### src/rtl/extbus_pkg.sv
package extbus_pkg;
  localparam int SETUP_FW = 6;
  localparam int PULSE_FW = 7;
  localparam int CYCLE_FW = 9;
  localparam int FLOAT_FW = 4;
  localparam int CNT_W    = 10;

  typedef struct packed {
    logic [CNT_W-1:0] setup;
    logic [CNT_W-1:0] stb_end;
    logic [CNT_W-1:0] span;
  } tm_t;

  typedef enum logic [1:0] {
    PH_IDLE   = 2'd0,
    PH_ACCESS = 2'd1,
    PH_FLOAT  = 2'd2
  } phase_e;
endpackage

### src/rtl/extbus_tm_decode.sv
module extbus_tm_decode
  import extbus_pkg::*;
(
  input  logic [SETUP_FW-1:0] setup_code,
  input  logic [PULSE_FW-1:0] pulse_code,
  input  logic [CYCLE_FW-1:0] cycle_code,
  output tm_t                 tm
);
  logic [CNT_W-1:0] setup_dec;
  logic [CNT_W-1:0] pulse_dec;
  logic [CNT_W-1:0] cycle_dec;
  logic [CNT_W-1:0] active_dec;

  always_comb begin
    // top code bit(s) become multiplier steps, low bits stay linear
    setup_dec  = CNT_W'({setup_code[SETUP_FW-1], 2'b00, setup_code[SETUP_FW-2:0]});
    pulse_dec  = CNT_W'({pulse_code[PULSE_FW-1], 2'b00, pulse_code[PULSE_FW-2:0]});
    cycle_dec  = CNT_W'({cycle_code[CYCLE_FW-1:CYCLE_FW-2], 1'b0,
                         cycle_code[CYCLE_FW-3:0]});
    active_dec = setup_dec + pulse_dec;
    tm.setup   = setup_dec;
    tm.stb_end = active_dec;
    tm.span    = (cycle_dec > active_dec) ? cycle_dec : active_dec;
    if (tm.span == '0) tm.span = CNT_W'(1);
  end
endmodule

### src/rtl/extbus_sync.sv
module extbus_sync #(
  parameter int   STAGES  = 2,
  parameter logic RST_VAL = 1'b1
) (
  input  logic clk,
  input  logic rst,
  input  logic d,
  output logic q
);
  logic [STAGES-1:0] chain;

  for (genvar i = 0; i < STAGES; i++) begin : g_stage
    if (i == 0) begin : g_head
      always_ff @(posedge clk) begin
        if (rst) chain[0] <= RST_VAL;
        else     chain[0] <= d;
      end
    end else begin : g_tail
      always_ff @(posedge clk) begin
        if (rst) chain[i] <= RST_VAL;
        else     chain[i] <= chain[i-1];
      end
    end
  end

  assign q = chain[STAGES-1];
endmodule

### src/rtl/extbus_seq.sv
module extbus_seq
  import extbus_pkg::*;
(
  input  logic                clk,
  input  logic                rst,
  input  logic                req_valid,
  input  logic                req_write,
  input  tm_t                 tm_in,
  input  logic [FLOAT_FW-1:0] float_in,
  input  logic                wait_in,
  input  logic                ready_s,
  output logic                accept,
  output logic                capture,
  output logic                cs_n,
  output logic                rd_n,
  output logic                wr_n,
  output logic                doe,
  output logic                ack
);
  phase_e              phase_q, phase_nx;
  logic [CNT_W-1:0]    t_q, t_nx;
  tm_t                 tm_q, tm_nx;
  logic [FLOAT_FW-1:0] flt_q, flt_nx;
  logic [FLOAT_FW-1:0] fcnt_q, fcnt_nx;
  logic                wr_q, wr_nx;
  logic                wen_q, wen_nx;
  logic                strb_q, strb_nx;
  logic                hold;
  logic                at_end;

  always_comb begin
    hold     = (phase_q == PH_ACCESS) && strb_q && wen_q && !ready_s;
    at_end   = (phase_q == PH_ACCESS) && !hold && (t_q == tm_q.span - CNT_W'(1));
    accept   = (phase_q == PH_IDLE) && req_valid;
    phase_nx = phase_q;
    t_nx     = t_q;
    tm_nx    = tm_q;
    flt_nx   = flt_q;
    fcnt_nx  = fcnt_q;
    wr_nx    = wr_q;
    wen_nx   = wen_q;
    unique case (phase_q)
      PH_IDLE: begin
        if (req_valid) begin
          phase_nx = PH_ACCESS;
          t_nx     = '0;
          tm_nx    = tm_in;
          flt_nx   = float_in;
          wr_nx    = req_write;
          wen_nx   = wait_in;
        end
      end
      PH_ACCESS: begin
        if (at_end) begin
          if (!wr_q && (flt_q != '0)) begin
            phase_nx = PH_FLOAT;
            fcnt_nx  = flt_q;
          end else begin
            phase_nx = PH_IDLE;
          end
        end else if (!hold) begin
          t_nx = t_q + CNT_W'(1);
        end
      end
      PH_FLOAT: begin
        if (fcnt_q <= FLOAT_FW'(1)) phase_nx = PH_IDLE;
        fcnt_nx = fcnt_q - FLOAT_FW'(1);
      end
      default: phase_nx = PH_IDLE;
    endcase
    strb_nx = (phase_nx == PH_ACCESS) && (t_nx >= tm_nx.setup) &&
              (t_nx < tm_nx.stb_end);
    capture = strb_q && !strb_nx && !wr_q;
  end

  always_ff @(posedge clk) begin
    if (rst) begin
      phase_q <= PH_IDLE;
      t_q     <= '0;
      tm_q    <= '0;
      flt_q   <= '0;
      fcnt_q  <= '0;
      wr_q    <= 1'b0;
      wen_q   <= 1'b0;
      strb_q  <= 1'b0;
      cs_n    <= 1'b1;
      rd_n    <= 1'b1;
      wr_n    <= 1'b1;
      doe     <= 1'b0;
      ack     <= 1'b0;
    end else begin
      phase_q <= phase_nx;
      t_q     <= t_nx;
      tm_q    <= tm_nx;
      flt_q   <= flt_nx;
      fcnt_q  <= fcnt_nx;
      wr_q    <= wr_nx;
      wen_q   <= wen_nx;
      strb_q  <= strb_nx;
      cs_n    <= !(phase_nx == PH_ACCESS);
      rd_n    <= !(strb_nx && !wr_nx);
      wr_n    <= !(strb_nx && wr_nx);
      doe     <= (phase_nx == PH_ACCESS) && wr_nx;
      ack     <= at_end;
    end
  end
endmodule

### src/rtl/extbus_datapath.sv
module extbus_datapath #(
  parameter int ADDR_W = 12,
  parameter int DATA_W = 16
) (
  input  logic              clk,
  input  logic              rst,
  input  logic              accept,
  input  logic [ADDR_W-1:0] req_addr,
  input  logic [DATA_W-1:0] req_wdata,
  input  logic              wide_in,
  input  logic              capture,
  input  logic [DATA_W-1:0] mem_din,
  output logic [ADDR_W-1:0] mem_addr,
  output logic [DATA_W-1:0] mem_dout,
  output logic [DATA_W-1:0] rsp_rdata
);
  localparam int HALF = DATA_W / 2;
  localparam int UPPER = DATA_W - HALF;

  logic wide_q;

  always_ff @(posedge clk) begin
    if (rst) begin
      mem_addr  <= '0;
      mem_dout  <= '0;
      rsp_rdata <= '0;
      wide_q    <= 1'b1;
    end else begin
      if (accept) begin
        mem_addr <= req_addr;
        wide_q   <= wide_in;
        mem_dout <= wide_in ? req_wdata : {{UPPER{1'b0}}, req_wdata[HALF-1:0]};
      end
      if (capture) begin
        rsp_rdata <= wide_q ? mem_din : {{UPPER{1'b0}}, mem_din[HALF-1:0]};
      end
    end
  end
endmodule

### src/rtl/extbus_cycle_gen.sv
module extbus_cycle_gen
  import extbus_pkg::*;
#(
  parameter int ADDR_W      = 12,
  parameter int DATA_W      = 16,
  parameter int SYNC_STAGES = 2
) (
  input  logic                clk,
  input  logic                rst,
  input  logic [SETUP_FW-1:0] cfg_setup,
  input  logic [PULSE_FW-1:0] cfg_pulse,
  input  logic [CYCLE_FW-1:0] cfg_cycle,
  input  logic [FLOAT_FW-1:0] cfg_float,
  input  logic                cfg_wait_en,
  input  logic                cfg_wide,
  input  logic                req_valid,
  input  logic                req_write,
  input  logic [ADDR_W-1:0]   req_addr,
  input  logic [DATA_W-1:0]   req_wdata,
  output logic                req_ack,
  output logic [DATA_W-1:0]   rsp_rdata,
  output logic                mem_cs_n,
  output logic                mem_rd_n,
  output logic                mem_wr_n,
  output logic [ADDR_W-1:0]   mem_addr,
  output logic [DATA_W-1:0]   mem_dout,
  output logic                mem_doe,
  input  logic [DATA_W-1:0]   mem_din,
  input  logic                mem_ready
);
  tm_t  tm_dec;
  logic ready_s;
  logic accept;
  logic capture;

  extbus_tm_decode u_decode (
    .setup_code (cfg_setup),
    .pulse_code (cfg_pulse),
    .cycle_code (cfg_cycle),
    .tm         (tm_dec)
  );

  extbus_sync #(.STAGES(SYNC_STAGES), .RST_VAL(1'b1)) u_ready_sync (
    .clk (clk),
    .rst (rst),
    .d   (mem_ready),
    .q   (ready_s)
  );

  extbus_seq u_seq (
    .clk       (clk),
    .rst       (rst),
    .req_valid (req_valid),
    .req_write (req_write),
    .tm_in     (tm_dec),
    .float_in  (cfg_float),
    .wait_in   (cfg_wait_en),
    .ready_s   (ready_s),
    .accept    (accept),
    .capture   (capture),
    .cs_n      (mem_cs_n),
    .rd_n      (mem_rd_n),
    .wr_n      (mem_wr_n),
    .doe       (mem_doe),
    .ack       (req_ack)
  );

  extbus_datapath #(.ADDR_W(ADDR_W), .DATA_W(DATA_W)) u_data (
    .clk       (clk),
    .rst       (rst),
    .accept    (accept),
    .req_addr  (req_addr),
    .req_wdata (req_wdata),
    .wide_in   (cfg_wide),
    .capture   (capture),
    .mem_din   (mem_din),
    .mem_addr  (mem_addr),
    .mem_dout  (mem_dout),
    .rsp_rdata (rsp_rdata)
  );
endmodule

### config.mk
export PLATFORM = sky130hd
export DESIGN_NAME = extbus_cycle_gen
export DESIGN_NICKNAME = d
export VERILOG_FILES = /design/src/rtl/extbus_pkg.sv /design/src/rtl/extbus_tm_decode.sv /design/src/rtl/extbus_sync.sv /design/src/rtl/extbus_seq.sv /design/src/rtl/extbus_datapath.sv /design/src/rtl/extbus_cycle_gen.sv
export SDC_FILE = /design/constraint.sdc
export NUM_CORES = 1
export LEC_CHECK = 0
export BUFFER_PORTS_ARGS = -buffer_cell sky130_fd_sc_hd__buf_2
export CAP_MARGIN = 20
export CORE_UTILIZATION = 45
export DETAILED_ROUTE_END_ITERATION = 7
export PLACE_DENSITY = 0.79
export SETUP_SLACK_MARGIN = 0.4
export SYNTH_ARGS = -nofsm -noshare
export SYNTH_HDL_FRONTEND = slang
export SYNTH_SLANG_ARGS = --single-unit
### constraint.sdc
create_clock -name clk -period 5.4 [get_ports clk]
set_input_delay 0.27 -clock clk [delete_from_list [all_inputs] [get_ports clk]]
set_output_delay 0.27 -clock clk [all_outputs]
set_load 0.01 [all_outputs]
==> flow_summary.json <==
{
  "ys.flop_type": "dfxtp_1",
  "rsz0062_at_grt": "false",
  "design_area_sq_um": 6340,
  "max_freq_mhz": 218,
  "fin_nets": 862,
  "avgSynthCellArea_sq_um": 8.33,
  "synth_area_sq_um": 5360,
  "synth_cell_types": 65,
  "dp_hpwl_um": 9170,
  "core_area_sq_um": 11500,
  "setup_viol": 0,
  "wl_per_cell_um": 14.3,
  "p_leak_uw": 0.00276,
  "cts_buffers": 9,
  "worstSetupStartpointType": "flip-flop",
  "hold_class": "input port to flip-flop",
  "worstSkewPairLatency_ps": 340,
  "vdd_ir_drop_max_uv": 189,
  "dpl_cell_area_sq_um": 6040,
  "met1_usage": 0.261,
  "initial_core_util": 0.466,
  "dieArea_sq_um": 12400,
  "hold_viol": 0,
  "synth-edff-count": 0,
  "cts-root-buf": "clkbuf_16",
  "final_antenna_net_count": 0,
  "grt_max_degree": 75,
  "cts_tree": "built",
  "async_reset_ff_frac": 0,
  "syn_nets": 758,
  "grt_pass1_vias": 4471,
  "grt_overflow_total": 0,
  "cts_sinks": 105,
  "instances_no_fill": 896,
  "yosys-top-cells-count": "105 x dfxtp_1, 93 x nand2_1, 77 x a21oi_1, 61 x nor2_1, 36 x ha_1",
  "worst_setup_path_end_kind": "flip-flop",
  "grt_pass1_wl_um": 21200,
  "failed_checks": "DRC",
  "powerDensity_nw_per_um2": 280,
  "routed_wl_um": 12800,
  "cp.required_ps": 5600,
  "ctsLongestPathBuffers": 2,
  "final_max_slew_viol_count": 0,
  "cap_violations": 0,
  "dp_slack_ps": 637,
  "timing.final.crit_period_ps": 4590,
  "io_buffers": 125,
  "rows": 39,
  "die_height_um": 111,
  "drc": 4,
  "antenna_found_initial": 0,
  "grt_use_met3": 0.0350,
  "drtPass1Iterations": 6,
  "die_w_um": 111,
  "status": "finished with violations",
  "netlist_top_cells_area": "dfxtp_1 39%, ha_1 8.4%, a21oi_1 7.2%, nand2_1 6.5%, nor2_1 4.3%",
  "tns_ps": 0,
  "relSlewSlack": 0.456,
  "report.power.total_uw": 1780,
  "routed_via_density": 5.41,
  "seq_area_frac_synth": 0.392,
  "synth_cells": 644,
  "place_inst": 879,
  "num_vias": 4848,
  "timing.final.ws_setup_ps": 808,
  "synth_top_cell_area_share": 0.392,
  "ys_warn_count": 0,
  "final.setup_skew_ps": 3.35,
  "period_share": 0.850,
  "ys_ff_latch": 105,
  "met2_usage": 0.369,
  "tightest_slew_ps": 813,
  "num_antenna_cells": 0,
  "nFillCells": 1069,
  "cts.reportedPaths.clkPinSlew_ps": 70,
  "synth.most_common_cell": "dfxtp_1",
  "path_class": "flip-flop to flip-flop",
  "grt.busiest_layer": "met2",
  "grt.total_usage": 0.212,
  "ios": 126,
  "area_growth_pct": 18.1,
  "path_max_fanout": 17,
  "synth_top_cell_by_area": "dfxtp_1",
  "htree_levels": 3,
  "initialDrtViolationCount": 219,
  "place.gp.congestion": 0.860,
  "drive_gt1_frac": 0.223,
  "crit_arrival_ps": 4790
}
## worst paths after layout
path | depth (start not counted) | start | slack (ps) | to
min reg2reg | 1 | u_ready_sync.chain[0] | 420 | u_ready_sync.q
max | 18 | u_seq.tm_q[0] | 810 | u_data.rsp_rdata[9]
min | 2 | mem_ready | 100 | u_ready_sync.chain[0]
max reg2reg | 18 | u_seq.tm_q[0] | 810 | u_data.rsp_rdata[9]
## metrics by stage
| stage | utilization | hold WS [ps] |
|---|---|---|
| after floorplan | - | 374 |
| after global placement | 0.524 | 394 |
| after detailed placement | 0.524 | 397 |
| after CTS | 0.549 | 92.4 |
| after global routing | 0.550 | 101 |
| final | 0.550 | 103 |
## per-layer routing
layer	wire length, um	vias up
li1	-	2482
met1	5680	2244
met2	6310	100
met3	513	22
met4	287	0
met5	0	-
## cells in the final DEF, fill, tap and decap left out, types with 9 or more instances in the layout
cell type / instances
o211ai_1: 10
xnor2_1: 12
nor2b_1: 13
o21ai_0: 17
nor2_1: 61
clkbuf_16: 9
buf_2: 125
ha_1: 36
nand2_1: 92
inv_1: 13
nand3_1: 28
dfxtp_1: 105
nand4_1: 9
a21oi_1: 76
o2111ai_1: 9
mux2i_1: 12
## state kept, by name, summed over array words and instances, names as in the netlist, 2 cells and up
| name | count |
|---|---|
| u_seq.fcnt_q | 4 |
| u_data.mem_addr | 12 |
| u_seq.phase_q | 2 |
| u_seq.flt_q | 4 |
| u_seq.t_q | 10 |
| u_seq.tm_q | 30 |
| u_data.rsp_rdata | 16 |
| u_data.mem_dout | 16 |
## timing repair
action	CTS	global route
buffers inserted	0	1
hold endpoints to repair	0	0
setup endpoints to repair	0	19
hold buffers	0	0
resized for setup	0	3
## cells by family after synthesis
family / Yosys count / synth area share
AO/OA/AOI/OAI: 153 / 0.185
XOR/XNOR: 20 / 0.0327
adder cells (fa/ha/maj): 37 / 0.0877
buffers and inverters: 52 / 0.0425
flip-flops: 105 / 0.392
multiplexers: 13 / 0.0245
AND/OR/NAND/NOR: 264 / 0.236
## layout make-up
cell class	instances	area [sq um]	share of cell area
multi-input cells	487	3050	0.481
flip-flops and latches	105	2100	0.332
repair buffers	132	678	0.107
clock buffers	10	239	0.0377
well taps	143	179	0.0282
inverters	13	48.8	0.00770
clock inverters	6	42.5	0.00671
## report_power, final
group	switching [uW]	internal (uW)	leakage, uW	total [uW]
logic	195	130	0.00177	325
registers	26.7	811	0.000857	838
clock network	289	326	0.000135	615
## critical path: stages, from the launching register on
cell and delay, ps:
dfxtp_1 400, inv_1 90, ha_1 300, nor2b_1 170, o311ai_1 360, nand2_1 200, a2111oi_4 290, a21oi_2 180
and4_1 250, xnor2_1 190, nor2_1 100, ha_1 340, a21o_1 160, a21o_1 170, a221oi_1 280, o2111ai_1 160
or2_2 450, o2111ai_1 260, a21oi_1 90
No activity file was read; power rests on OpenSTA's default activity.
